## src/rtl/plane_write_gate.sv

```systemverilog
module plane_write_gate #(
  parameter int          AW       = 16,
  parameter int          DW       = 8,
  parameter int          IOW      = 16,
  parameter int          NPLANE   = 4,
  parameter logic [15:0] IDX_PORT = 16'h03C4,
  parameter logic [15:0] DAT_PORT = 16'h03C5,
  parameter logic [7:0]  MASK_SEL = 8'h02
) (
  input  logic              clk,
  input  logic              rst_n,
  input  logic              io_wr,
  input  logic [IOW-1:0]    io_addr,
  input  logic [7:0]        io_wdata,
  input  logic              mem_wr,
  input  logic              win_hit,
  input  logic [AW-1:0]     mem_addr,
  input  logic [DW-1:0]     mem_wdata,
  output logic [NPLANE-1:0] plane_we,
  output logic [AW-1:0]     plane_addr,
  output logic [DW-1:0]     plane_wdata
);

  localparam logic [NPLANE-1:0] MASK_RST = {NPLANE{1'b1}};

  logic [7:0]        idx_q;
  logic [NPLANE-1:0] mask_q;

  wire idx_wr  = io_wr && (io_addr == IOW'(IDX_PORT));
  wire mask_wr = io_wr && (io_addr == IOW'(DAT_PORT)) && (idx_q == MASK_SEL);
  wire take    = mem_wr && win_hit;

  always_ff @(posedge clk) begin
    if (!rst_n) begin
      idx_q  <= '0;
      mask_q <= MASK_RST;
    end else begin
      if (idx_wr)  idx_q  <= io_wdata;
      if (mask_wr) mask_q <= io_wdata[NPLANE-1:0];
    end
  end

  always_ff @(posedge clk) begin
    if (!rst_n) begin
      plane_we    <= '0;
      plane_addr  <= '0;
      plane_wdata <= '0;
    end else begin
      plane_we <= take ? mask_q : '0;
      if (take) begin
        plane_addr  <= mem_addr;
        plane_wdata <= mem_wdata;
      end
    end
  end

  a_r5_strobe_uses_mask: assert property (@(posedge clk) disable iff (!rst_n)
    take |=> plane_we == $past(mask_q));

  a_r6_no_strobe_without_hit: assert property (@(posedge clk) disable iff (!rst_n)
    !take |=> plane_we == '0);

  a_r9_strobe_within_mask: assert property (@(posedge clk) disable iff (!rst_n)
    take |=> (plane_we & ~$past(mask_q)) == '0);

  a_r7_bus_aligned: assert property (@(posedge clk) disable iff (!rst_n)
    take |=> (plane_addr == $past(mem_addr)) && (plane_wdata == $past(mem_wdata)));

  a_r4_mask_held: assert property (@(posedge clk) disable iff (!rst_n)
    (io_wr && io_addr == IOW'(DAT_PORT) && idx_q != MASK_SEL) |=> $stable(mask_q));

  a_r8_foreign_port: assert property (@(posedge clk) disable iff (!rst_n)
    (io_wr && io_addr != IOW'(DAT_PORT) && io_addr != IOW'(IDX_PORT))
      |=> ($stable(mask_q) && $stable(idx_q)));

endmodule

```

## config.mk

```make
export PLATFORM = sky130hd
export DESIGN_NAME = plane_write_gate
export DESIGN_NICKNAME = d
export VERILOG_FILES = /design/src/rtl/plane_write_gate.sv
export SDC_FILE = /design/constraint.sdc
export NUM_CORES = 1
export LEC_CHECK = 0
export CORE_AREA = 2 2 67 69
export DETAILED_ROUTE_END_ITERATION = 8
export DIE_AREA = 0 0 69 71
export PLACE_DENSITY = 0.78
export SLEW_MARGIN = 30
export SYNTH_ARGS = -nofsm -noshare
export SYNTH_HDL_FRONTEND = slang
export SYNTH_SLANG_ARGS = --single-unit
```

## constraint.sdc

```tcl
create_clock -name clk -period 1.62 [get_ports clk]
set_input_delay 0.162 -clock clk [delete_from_list [all_inputs] [get_ports clk]]
set_output_delay 0.162 -clock clk [all_outputs]
set_load 0.05 [all_outputs]
```

; ---- Word-level counts from Yosys, hierarchy flattened
; Index checks and enable logic that the tools add are counted.
[classes]
multipliers = 0
n_eq_ne = 3
bitwise = 0
div = 0
order_cmp = 0
addsub = 0
n_reduce_logical = 5
n_shift = 0
n_mux = 0
[op_table]
columns = cell, count
row1 = $eq A16 B10 Y1 const B, 2
row2 = $eq A8 B2 Y1 const B, 1
row3 = $logic_and A1 B1 Y1, 4
row4 = $reduce_and A2 Y1, 1
[totals]
inputBits = 53
latch_bits = 0
romBits = 0
mem_count = 0
mem_bits_rw = 0
elab_cells = 13
output_inout_bits = 28
ff_bits = 40

; ---- Depth between registers and ports, before layout
[logic_depth]
depth_word = 3
mapped_depth = 5

; ---- Worst setup path before layout
; OpenSTA, ideal clock, no wires.
[synth_path]
kind = reg-to-reg
start = register idx_q[7]
end = register mask_q[0]
arrival_time_ns = 1.000
path_stages_with_launch = 5
required_ns = 1.483
path_buffers = 0
slack_ns = 0.483
path_cell_list = dfxtp_1 > nor4_1 > nand4b_1 > o21ai_0 > nand3_1
[synth_via]
elab_chain_cells = 2
[synth_rtl]
columns = item, line
row1 = start: declaration, 26  ; logic [7:0] idx_q;
row2 = start signal: assignment, 38  ; if (idx_wr) idx_q <= io_wdata;
row3 = $eq A8 B2 Y1, 30  ; wire mask_wr = io_wr && (io_addr == IOW'(DAT_PORT)) && (idx_q == MASK_SEL);
row4 = $logic_and A1 B1 Y1, 30
row5 = end signal: assignment, 39  ; if (mask_wr) mask_q <= io_wdata[NPLANE-1:0];
row6 = end: declaration, 27  ; logic [NPLANE-1:0] mask_q;
; Every way passes these cells.
; A chain may end at the register's enable or synchronous reset.

; ---- Worst setup path after layout
[layout_path]
start = register plane_wdata[4]
end = output port plane_wdata[4]
[layout_lines]
columns = item, line
row1 = start: declaration, 21  ; output logic [DW-1:0] plane_wdata
row2 = start signal: assignment, 52  ; plane_wdata <= mem_wdata;
; No word-level cell between the ends.

==> impl_results.md <==
- Highest Clock Rate: approximately 630 MHz
- Grt total ovfl: 0
- Synth top cells by count: nand2_1, dfxtp_1, a21boi_0
- Final Core Density: 61.4%
- Largest family of logic cells by synthesized area: simple AND/OR/NAND/NOR gates
- Synth Flop Type: dfxtp_1
- Post-CTS setup buffer count: 0
- Reg2Reg Launch Point: idx_q[7]
- Vias in the first global route: between 1,000 and 1,500
- Count of cell types in the netlist: 21
- Hold path cells: 3
- Synthesized area per cell: a little over 9 µm²
- VDD IR max: about 0.57 mV
- CP required: between 1 and 1.5 ns
- Post-synthesis adder-cell area fraction: 0%
- CTS Sinks: 40
- Hpwl dp: between 2000 and 3000 µm
- Relative slew margins: around 65%
- Layout Nets: between 300 and 400
- RSZ-0062 raised after global routing: no
- I/O pin total: 81
- Initial drt markers: 72
- Hold path start: io_wdata[4]
- Hold Path Sink: idx_q[4]
- Crit path launch type: flip-flop
- Synth async-reset ratio: 0%
- First-pass GRT wire length: about 6100 µm
- Routed len/inst: about 12 µm
- # rows: 24
- H-tree depth: 2
- Static Leak: around 1.1 nW
- Top cells by area, synth: dfxtp_1, nand2_1, a21boi_0
- Post-Syn Area: ~1600 µm²
- Post-Synth Simple-Gate Area: a little under 30%
- Crit share post-route: between 90% and 100%
- Worst r2r path cells: 4
- Post-synthesis sequential area ratio: 50.2%
- Initial core utilization: 37.9%
- DR vias: 1,420
- Crit-path slowest cell: clkdlybuf4s50_1
- DR vias/cell: 4.60
- Number of setup violations in the final report: 0
- Multiplexer share of the synthesized area: under 10%
- RePlAce Congestion: 0.753
- Residual DRC count: 0
- WP buf/inv: 1
- Post-Synth XOR/XNOR Area: 0%
- Area grow syn2layout: 61.9%
- Number of flops mapped to enable cells by yosys: 0
- Core area: between 4000 and 5000 µm²
- Synthesis Warnings: 0
- Die W: between 60 and 70 µm
- DIE AREA: between 4000 and 5000 µm²
- Max-cap violations: 0
- # port buffers: 80
- Placed Cells incl. Taps: around 300
- Crit-path cells: clkdlybuf4s50_1
- Actual slew at the worst max-slew pin: a little over 0.5 ns
- Crit path time final: around 1.6 ns
- Syn Nets: 229
- Post-synth top area cell: dfxtp_1
- Clock transition at path regs: 0.07 ns
- Antenna Cells: 0
- Die Y: 71 µm
- R2r endpoint: mask_q[3]
- Post-DP Area: around 2400 µm²
- Final slew viol count: 0
- Status: complete, no violations
- Post-Route WL: 3590 µm
- Drt pass-1 iters: 4
- Synthesized flop and latch total: 40
- Clock Latency Late Sink: a little under 0.3 ns
- Syn Inst Count: 176
- Compound-gate portion of the synthesized area: 12.5%
- Yosys top cell area share: between 50 and 60%
- Final hold viol count: 0
- Minimum setup slack among reg-to-reg paths: about 0.32 ns
- P per Cell Area: 875 nW/µm²
- Worst-path fanout max: 2
- Final Non-Filler Cells: 309
- ANT nets after route: 0
- Cell family with most CP delay: buffers and inverters
- Max incr delay on CP: approximately 0.80 ns
- Worst setup skew after layout: 0.00384 ns
- Post-CTS Hold Buffers: 0
- CP arrival: about 1.4 ns
- Hold Crit Class: in2reg
- Share of cells above drive strength 1: about 12%
- Num CTS Buffers: 5
- Largest net degree at the start of global routing: a little under 50
- Clock Tree Root: clkbuf_8
- Initial antenna violation count: 0
- Worst-case clock buffer depth: 2
- Critical Path Sink Type: primary output
- Kind of critical path: reg2out
- Final instance area: ~2600 µm²
- Most frequent cell after synthesis: nand2_1
- Global Route Usage Sum: about 15%
- CTS tree: built
[area by class of cell]
| class | count | area [µm²] |
|---|---|---|
| sequential | 40 | 801 |
| clock inverter | 2 | 38.8 |
| multi-input combinational | 126 | 752 |
| timing repair buffer | 83 | 843 |
| fill | 385 | 1620 |
| clock buffer | 6 | 82.6 |
| tap | 52 | 65.1 |
[where the power goes]
group | total [mW] | internal, mW | leakage (nW) | switching (mW)
sequential | 1.03 | 1.01 | 0.326 | 0.0131
clock | 0.835 | 0.503 | 0.0614 | 0.332
combinational | 0.398 | 0.197 | 0.754 | 0.201
[per-stage QoR]
| stage | setup WS [ns] | hold slack, ns | setup TNS, ns | power, mW |
|---|---|---|---|---|
| after floorplan | 0.483 | 0.304 | 0 | 1.24 |
| final | 0.0385 | 0.428 | 0 | 2.26 |
| after detailed placement | -0.0464 | 0.451 | -0.328 | 1.45 |
| after CTS | 0.0125 | 0.413 | 0 | 2.30 |
| after global placement | -0.0152 | 0.441 | -0.113 | 1.45 |
| after global routing | 0.00503 | 0.434 | 0 | 2.36 |
[cells in the final DEF, fill, tap and decap left out, drive strengths merged, types with 6 or more instances in the layout]
cell type and n:
clkbuf 6, dfxtp 40, dlymetal6s2s 9, mux2i 8
buf 19, nand3 8, clkdlybuf4s50 55, a21boi 24
nand2 65
[timing repair]
| action | 4_1_cts | 5_1_grt |
|---|---|---|
| setup endpoints to repair | 0 | 9 |
| gates resized for setup | 0 | 9 |
| endpoints found under the hold margin | 0 | 0 |
[cell families after synthesis]
| family | after synthesis |
|---|---|
| flops | 40 |
| buf+inv | 10 |
| simple gates | 90 |
| mux | 8 |
| compound gates | 28 |
[per-layer routing]
layer | GRT usage (%) | wire length, µm | vias to the layer above
li1 | - | - | 753
met5 | 0 | 0 | -
met3 | 4.27 | 199 | 5
met1 | 18.4 | 1610 | 619
met4 | 5.88 | 46 | 0
met2 | 26.4 | 1740 | 43
[state kept, by name (all words and copies together) (netlist names)]
register     count
plane_wdata      8
mask_q           4
idx_q            8
plane_we         4
plane_addr      16
[worst max-delay path by stage]
stage / from / to / slack, ns / depth (start not counted)
floorplan: idx_q[7] / mask_q[0] / 0.48 / 4
global placement: io_addr[11] / idx_q[7] / -0.02 / 5
detailed placement: io_addr[11] / idx_q[2] / -0.05 / 5
CTS: plane_addr[8] / plane_addr[8] / 0.01 / 1
global route: plane_wdata[4] / plane_wdata[4] / 0.005 / 1
finish: plane_wdata[4] / plane_wdata[4] / 0.04 / 1
No activity file was read; power rests on OpenSTA's default activity.
